==> config.mk <==
export PLATFORM = sky130hd
export DESIGN_NAME = pwm_hilo_dual
export DESIGN_NICKNAME = d
export VERILOG_FILES = /design/src/rtl/pwm_hilo_pkg.sv /design/src/rtl/pwm_hilo_regs.sv /design/src/rtl/pwm_hilo_presc.sv /design/src/rtl/pwm_hilo_phase.sv /design/src/rtl/pwm_hilo_dual.sv
export SDC_FILE = /design/constraint.sdc
export NUM_CORES = 1
export LEC_CHECK = 0
export BUFFER_PORTS_ARGS = -buffer_cell sky130_fd_sc_hd__buf_4
export CAP_MARGIN = 20
export CORE_ASPECT_RATIO = 2
export CORE_MARGIN = 1
export CORE_UTILIZATION = 60
export DETAILED_ROUTE_END_ITERATION = 6
export HOLD_SLACK_MARGIN = 0.02
export PLACE_DENSITY = 0.78
export SLEW_MARGIN = 10
export SYNTH_ARGS = -nofsm -noshare
export SYNTH_HDL_FRONTEND = slang
export SYNTH_HIERARCHICAL = 1
export SYNTH_SLANG_ARGS = --single-unit
export TNS_END_PERCENT = 1
==> constraint.sdc <==
create_clock -name clk -period 19.2 [get_ports clk]
set_input_delay 2.88 -clock clk [delete_from_list [all_inputs] [get_ports clk]]
set_output_delay 2.88 -clock clk [all_outputs]
set_load 0.05 [all_outputs]
==> src/rtl/pwm_hilo_pkg.sv <==
package pwm_hilo_pkg;
  localparam int CH_N     = 2;
  localparam int DATA_W   = 32;
  localparam int CNT_W    = 16;
  localparam int DIV_W    = 7;
  localparam int SEL_W    = 2;
  localparam int SRC_N    = 1 << SEL_W;
  localparam int SEL_LSB  = 4;
  localparam int DIV_LSB  = 8;
  localparam int GATE_LSB = 15;
  localparam int LANE_W   = 8;

  typedef struct packed {
    logic             en;
    logic             gate;
    logic [SEL_W-1:0] sel;
    logic [DIV_W-1:0] div;
  } chan_cfg_t;
endpackage

==> src/rtl/pwm_hilo_regs.sv <==
module pwm_hilo_regs
  import pwm_hilo_pkg::*;
#(
  parameter int ADDR_W = 4
) (
  input  logic                        clk,
  input  logic                        rst_n,
  input  logic                        bus_wr,
  input  logic                        bus_rd,
  input  logic [ADDR_W-1:0]           bus_addr,
  input  logic [DATA_W-1:0]           bus_wdata,
  output logic [DATA_W-1:0]           bus_rdata,
  output chan_cfg_t [CH_N-1:0]        cfg,
  output logic [CH_N-1:0][CNT_W-1:0]  lo_cnt,
  output logic [CH_N-1:0][CNT_W-1:0]  hi_cnt
);
  localparam int CTRL_ADDR = 4 * CH_N;

  logic [CH_N-1:0][DATA_W-1:0] cnt_q, cnt_d;
  logic [DATA_W-1:0]           ctrl_q, ctrl_d;
  logic [DATA_W-1:0]           rdata_q, rdata_d;
  logic [DATA_W-1:0]           rd_mux;

  always_comb begin
    cnt_d  = cnt_q;
    ctrl_d = ctrl_q;
    rd_mux = '0;
    for (int c = 0; c < CH_N; c++) begin
      if (bus_wr && (bus_addr == ADDR_W'(4 * c))) cnt_d[c] = bus_wdata;
      if (bus_addr == ADDR_W'(4 * c)) rd_mux = cnt_q[c];
    end
    if (bus_wr && (bus_addr == ADDR_W'(CTRL_ADDR))) ctrl_d = bus_wdata;
    if (bus_addr == ADDR_W'(CTRL_ADDR)) rd_mux = ctrl_q;
    rdata_d = bus_rd ? rd_mux : rdata_q;
  end

  always_ff @(posedge clk or negedge rst_n) begin
    if (!rst_n) begin
      cnt_q   <= '0;
      ctrl_q  <= '0;
      rdata_q <= '0;
    end else begin
      cnt_q   <= cnt_d;
      ctrl_q  <= ctrl_d;
      rdata_q <= rdata_d;
    end
  end

  assign bus_rdata = rdata_q;

  for (genvar c = 0; c < CH_N; c++) begin : g_field
    assign cfg[c].en   = ctrl_q[c];
    assign cfg[c].sel  = ctrl_q[SEL_LSB + SEL_W * c +: SEL_W];
    assign cfg[c].div  = ctrl_q[DIV_LSB + LANE_W * c +: DIV_W];
    assign cfg[c].gate = ctrl_q[GATE_LSB + LANE_W * c];
    assign lo_cnt[c]   = cnt_q[c][CNT_W-1:0];
    assign hi_cnt[c]   = cnt_q[c][2*CNT_W-1:CNT_W];
  end
endmodule

==> src/rtl/pwm_hilo_presc.sv <==
module pwm_hilo_presc
  import pwm_hilo_pkg::*;
(
  input  logic             clk,
  input  logic             rst_n,
  input  logic             run,
  input  logic             gate,
  input  logic [SRC_N-1:0] src_tick,
  input  logic [SEL_W-1:0] sel,
  input  logic [DIV_W-1:0] div,
  output logic             tick
);
  logic [DIV_W-1:0] pc_q, pc_d;
  logic             adv;
  logic             wrap;

  assign adv  = run && gate && src_tick[sel];
  assign wrap = (pc_q == div);
  assign tick = adv && wrap;

  always_comb begin
    pc_d = pc_q;
    if (!run)     pc_d = '0;
    else if (adv) pc_d = wrap ? '0 : pc_q + DIV_W'(1);
  end

  always_ff @(posedge clk or negedge rst_n) begin
    if (!rst_n) pc_q <= '0;
    else        pc_q <= pc_d;
  end
endmodule

==> src/rtl/pwm_hilo_phase.sv <==
module pwm_hilo_phase
  import pwm_hilo_pkg::*;
(
  input  logic             clk,
  input  logic             rst_n,
  input  logic             en,
  input  logic             tick,
  input  logic [CNT_W-1:0] lo_in,
  input  logic [CNT_W-1:0] hi_in,
  output logic             out
);
  localparam logic [CNT_W-1:0] ONE = CNT_W'(1);

  logic             hi_ph_q, hi_ph_d;
  logic [CNT_W-1:0] cnt_q, cnt_d;
  logic [CNT_W-1:0] lo_q, lo_d;
  logic [CNT_W-1:0] hi_q, hi_d;
  logic [CNT_W-1:0] low_last;

  assign low_last = (lo_q == '0) ? '0 : lo_q - ONE;

  always_comb begin
    hi_ph_d = hi_ph_q;
    cnt_d   = cnt_q;
    lo_d    = lo_q;
    hi_d    = hi_q;
    if (!en) begin
      hi_ph_d = 1'b0;
      cnt_d   = '0;
      lo_d    = lo_in;
      hi_d    = hi_in;
    end else if (tick) begin
      if (!hi_ph_q) begin
        if (cnt_q == low_last) begin
          cnt_d = '0;
          if (hi_q == '0) begin
            lo_d = lo_in;
            hi_d = hi_in;
          end else begin
            hi_ph_d = 1'b1;
          end
        end else begin
          cnt_d = cnt_q + ONE;
        end
      end else begin
        if (cnt_q == hi_q - ONE) begin
          hi_ph_d = 1'b0;
          cnt_d   = '0;
          lo_d    = lo_in;
          hi_d    = hi_in;
        end else begin
          cnt_d = cnt_q + ONE;
        end
      end
    end
  end

  always_ff @(posedge clk or negedge rst_n) begin
    if (!rst_n) begin
      hi_ph_q <= 1'b0;
      cnt_q   <= '0;
      lo_q    <= '0;
      hi_q    <= '0;
    end else begin
      hi_ph_q <= hi_ph_d;
      cnt_q   <= cnt_d;
      lo_q    <= lo_d;
      hi_q    <= hi_d;
    end
  end

  assign out = en && hi_ph_q;
endmodule

==> src/rtl/pwm_hilo_dual.sv <==
module pwm_hilo_dual
  import pwm_hilo_pkg::*;
#(
  parameter int ADDR_W = 4
) (
  input  logic              clk,
  input  logic              rst_n,
  input  logic              bus_wr,
  input  logic              bus_rd,
  input  logic [ADDR_W-1:0] bus_addr,
  input  logic [DATA_W-1:0] bus_wdata,
  output logic [DATA_W-1:0] bus_rdata,
  input  logic [SRC_N-1:0]  src_tick,
  output logic [CH_N-1:0]   pwm_out
);
  logic [1:0] rst_sync_q;
  logic       rst_int_n;

  always_ff @(posedge clk or negedge rst_n) begin
    if (!rst_n) rst_sync_q <= '0;
    else        rst_sync_q <= {rst_sync_q[0], 1'b1};
  end
  assign rst_int_n = rst_sync_q[1];

  chan_cfg_t [CH_N-1:0]        cfg;
  logic [CH_N-1:0][CNT_W-1:0]  lo_cnt;
  logic [CH_N-1:0][CNT_W-1:0]  hi_cnt;
  logic [CH_N-1:0]             ch_tick;

  pwm_hilo_regs #(.ADDR_W(ADDR_W)) u_regs (
    .clk       (clk),
    .rst_n     (rst_int_n),
    .bus_wr    (bus_wr),
    .bus_rd    (bus_rd),
    .bus_addr  (bus_addr),
    .bus_wdata (bus_wdata),
    .bus_rdata (bus_rdata),
    .cfg       (cfg),
    .lo_cnt    (lo_cnt),
    .hi_cnt    (hi_cnt)
  );

  for (genvar c = 0; c < CH_N; c++) begin : g_ch
    pwm_hilo_presc u_presc (
      .clk      (clk),
      .rst_n    (rst_int_n),
      .run      (cfg[c].en),
      .gate     (cfg[c].gate),
      .src_tick (src_tick),
      .sel      (cfg[c].sel),
      .div      (cfg[c].div),
      .tick     (ch_tick[c])
    );

    pwm_hilo_phase u_phase (
      .clk   (clk),
      .rst_n (rst_int_n),
      .en    (cfg[c].en),
      .tick  (ch_tick[c]),
      .lo_in (lo_cnt[c]),
      .hi_in (hi_cnt[c]),
      .out   (pwm_out[c])
    );
  end
endmodule

==> impl_metrics.env <==
export IMPL_layout_commonest_cell="dfrtp_1"
export IMPL_start_util=0.613
export IMPL_power_density_nw_per_um2=127
export IMPL_p_sw_mw=0.727
export IMPL_synth_compound_area_frac=0.113
export IMPL_finalClockSkew_ns=0.00803
export IMPL_avgRoutedWirePerCell_um=22.2
export IMPL_port_buffers=77
export IMPL_setup_viol=0
export IMPL_dr_pass1_iters=5
export IMPL_path_class="in -> reg"
export IMPL_rsz0062_at_grt="false"
export IMPL_ys_ff_latch=242
export IMPL_num_rows=79
export IMPL_synth_edf_count=0
export IMPL_num_vias=10600
export IMPL_antenna_found_initial=0
export IMPL_fin_util=0.661
export IMPL_final_nets=1390
export IMPL_clkPwrFrac=0.238
export IMPL_fin_crit_ns=5.04
export IMPL_dp_hpwl_mm=26.1
export IMPL_core_um2=23400
export IMPL_holdBufCountCts=0
export IMPL_drtIter0Drc=656
export IMPL_synth_cell_types=86
export IMPL_ant_nets=0
export IMPL_grt_util_all_layers=0.302
export IMPL_pwr_share_seq=0.427
export IMPL_yosys_area_top_type_share=0.421
export IMPL_hold_viol=0
export IMPL_clock_sinks=242
export IMPL_instances_no_fill=1636
export IMPL_die_w_um=111
export IMPL_avgSynthCellArea_um2=10.8
export IMPL_endpoint_kind="flop"
export IMPL_cts_path_max_buffers=3
export IMPL_final_cell_mix="dfrtp_1 (241), mux2_4 (90), buf_4 (90)"
export IMPL_wirelength_mm=36.4
export IMPL_grt_pass1_vias=10900
export IMPL_drive_above_1_share=0.237
export IMPL_postSynthCellCount=1334
export IMPL_status="finished clean"
export IMPL_die_h_um=221
export IMPL_fill_cells=1793
export IMPL_worstMarginPinSlew_ns=0.976
export IMPL_routed_via_density=6.49
export IMPL_max_cap_viol_count=0
export IMPL_worstPathArrival_ns=5.46
export IMPL_crit_path_top_delay_cell="buf_4"
export IMPL_yosysSeqAreaShare=0.421
export IMPL_crit_fanout=32
export IMPL_synth_xor_area_frac=0.0530
export IMPL_synth_warnings=6
export IMPL_swShare=0.369
export IMPL_grt_max_degree=79
export IMPL_cts_made_buffers=22
export IMPL_intPower_mw=1.24
export IMPL_combPwrFrac=0.335
export IMPL_cts_resized=0
export IMPL_multi_input_area_um2=7400
export IMPL_crit_path_max_incr_delay_ns=0.51
export IMPL_grt_overflow=0
export IMPL_synthesis_area_um2=14400
export IMPL_n_antenna_cell=0
export IMPL_drc_errors=0
export IMPL_htreeDepth=1
export IMPL_hold_class="reg -> async"
export IMPL_drv_slew=0
export IMPL_gp_congestion=0.945
export IMPL_synthArstFlopShare=1.00
export IMPL_syn_nets=1386
export IMPL_synth_top_family_by_area="multiplexers"
export IMPL_start_kind="primary input"
export IMPL_fin_crit_sh=0.263
export IMPL_clk_latency_ns=0.53
export IMPL_synthMuxAreaShare=0.182
export IMPL_yosys_area_top_type="dfrtp_1"
export IMPL_ios=78
export IMPL_cts_tree="yes"
export IMPL_fmaxAchievable_mhz=198
export IMPL_vdd_ir_drop_worst_mv=0.102
export IMPL_synth_simple_area_share=0.158
export IMPL_ff_latch_area_um2=6060
export IMPL_area_growth_pct=7.74
export IMPL_critPathRequiredTime_ns=19.62
export IMPL_path_clk_slew_ns=0.07
export IMPL_fin_tns_setup_ns=0
export IMPL_synth_ff_type="dfrtp_1"
export IMPL_crit_top_cell="buf_4"
export IMPL_p_leak_nw=6.65
export IMPL_cts_root_buf="clkbuf_16"
export IMPL_placed_cells=1595
export IMPL_cp_cell_sequence="buf_4 > mux4_2 > nand3_1 > nor2_1 > o211a_1 > a31oi_1 > a31oi_4 > buf_4 > mux2_2"
export IMPL_post_cts_buffers=0
export IMPL_max_slew_margin=0.350
export IMPL_grt_first_pass_wirelength_mm=58.9
export IMPL_dieArea_um2=24600
export IMPL_synth_area_top_cells="dfrtp_1 (42%), mux2_4 (9.4%), mux2_2 (5.6%)"
export IMPL_synth_fa_ha_area_frac=0.00697
[cells in the mapped netlist, drive strengths merged, types with 4 or more instances]
library cell and count:
mux2 162, nand3b 34, clkbuf 48, dfrtp 242, nand3 51, o211ai 14, and2 7, o31ai 5
xor2 26, nor3 33, nand2b 11, ha 8, or2 6, nor2b 18, nor2 41, a41oi 4
and3 20, o2111ai 5, xnor2 61, a21o 6, or4 18, nand4 10, o21ai 39, o22ai 36
o21bai 7, nor3b 8, nand4b 4, o41ai 4, a21oi 27, nand2 66, o311ai 4, or3 16
a311oi 4, mux2i 41, o21a 37, a31oi 13, buf 62, inv 59, nor4 36
[critical path: cells and delay by family]
kind            cells  cell delay (ns)
compound gates      3             0.54
simple gates        2             0.68
buf+inv             2             0.60
mux                 2             0.74
[power by group through the flow]
stage | Sequential, mW | Clock (mW) | Combinational, mW
floorplan | 0.759 | 0 | 0.582
global placement | 0.836 | 0 | 0.632
detailed placement | 0.843 | 0 | 0.651
CTS | 0.835 | 0.476 | 0.656
global route | 0.856 | 0.493 | 0.719
finish | 0.841 | 0.470 | 0.661
[flip-flops by register name, indices dropped and copies added, names as in the netlist]
register and flops:
g_ch.u_phase/cnt_q 32, g_ch.u_phase/hi_q 32, g_ch.u_phase/lo_q 32, u_regs/bus_rdata 32
u_regs/ctrl_q 32, u_regs/hi_cnt 32, u_regs/lo_cnt 32, g_ch.u_presc/pc_q 14
g_ch.u_phase/hi_ph_q 2, rst_sync_q 2
[per-stage QoR]
| stage | instance area (µm²) | setup WS [ns] | hold WS [ns] | power, mW |
|---|---|---|---|---|
| 2_1_floorplan | 14400 | 11.96 | 0.331 | 1.34 |
| 3_3_place_gp | 14700 | 13.76 | 0.340 | 1.47 |
| 3_5_place_dp | 14700 | 13.67 | 0.346 | 1.49 |
| 4_1_cts | 15500 | 14.24 | 0.358 | 1.97 |
| 5_1_grt | 15500 | 14.12 | 0.375 | 2.07 |
| 6_report | 15500 | 14.16 | 0.328 | 1.97 |
[final timing paths]
path | start | to | slack, ns | cells after the start
worst min register to register | rst_sync_q[1]$_DFF_PN0_ | u_regs/ctrl_q[28]$_DFFE_PN0P_ | 0.33 | 0
worst max-delay path | src_tick[3] | g_ch[1].u_phase/lo_q[15]$_DFFE_PN0P_ | 14.16 | 9
worst min-delay path | rst_sync_q[1]$_DFF_PN0_ | u_regs/ctrl_q[28]$_DFFE_PN0P_ | 0.33 | 0
max in group asynchronous | rst_sync_q[1]$_DFF_PN0_ | g_ch[0].u_phase/lo_q[5]$_DFFE_PN0P_ | 16.84 | 2
worst max register to register | g_ch[0].u_phase/lo_q[1]$_DFFE_PN0P_ | g_ch[0].u_phase/cnt_q[5]$_DFFE_PN0N_ | 15.00 | 11
min in group clk | rst_sync_q[0]$_DFF_PN0_ | rst_sync_q[1]$_DFF_PN0_ | 0.36 | 0
[layer usage]
metal | GRT usage | part of all wire
met4 | 0.148 | 0.045
met5 | 0 | 0
met3 | 0.0266 | 0.036
met2 | 0.553 | 0.54
met1 | 0.351 | 0.38
[area by class of cell]
class                      count  share of cell area
sequential                   242               0.391
inverter                      59              0.0143
clock inverter                12              0.0100
tap                          283              0.0229
clock buffer                  27              0.0394
timing repair buffer          90              0.0436
multi-input combinational    923               0.478
[cell families (layout without fill, tap and decap cells)]
group / Yosys count / in the layout
other: 1 / 1
buffers and inverters: 169 / 188
xor gates and xnor gates: 87 / 87
DFF: 242 / 242
muxes: 205 / 205
and+or+nand+nor: 390 / 390
AOI/OAI and AO/OA: 232 / 232
adders and majority gates: 8 / 8
No activity file was read; power rests on OpenSTA's default activity.
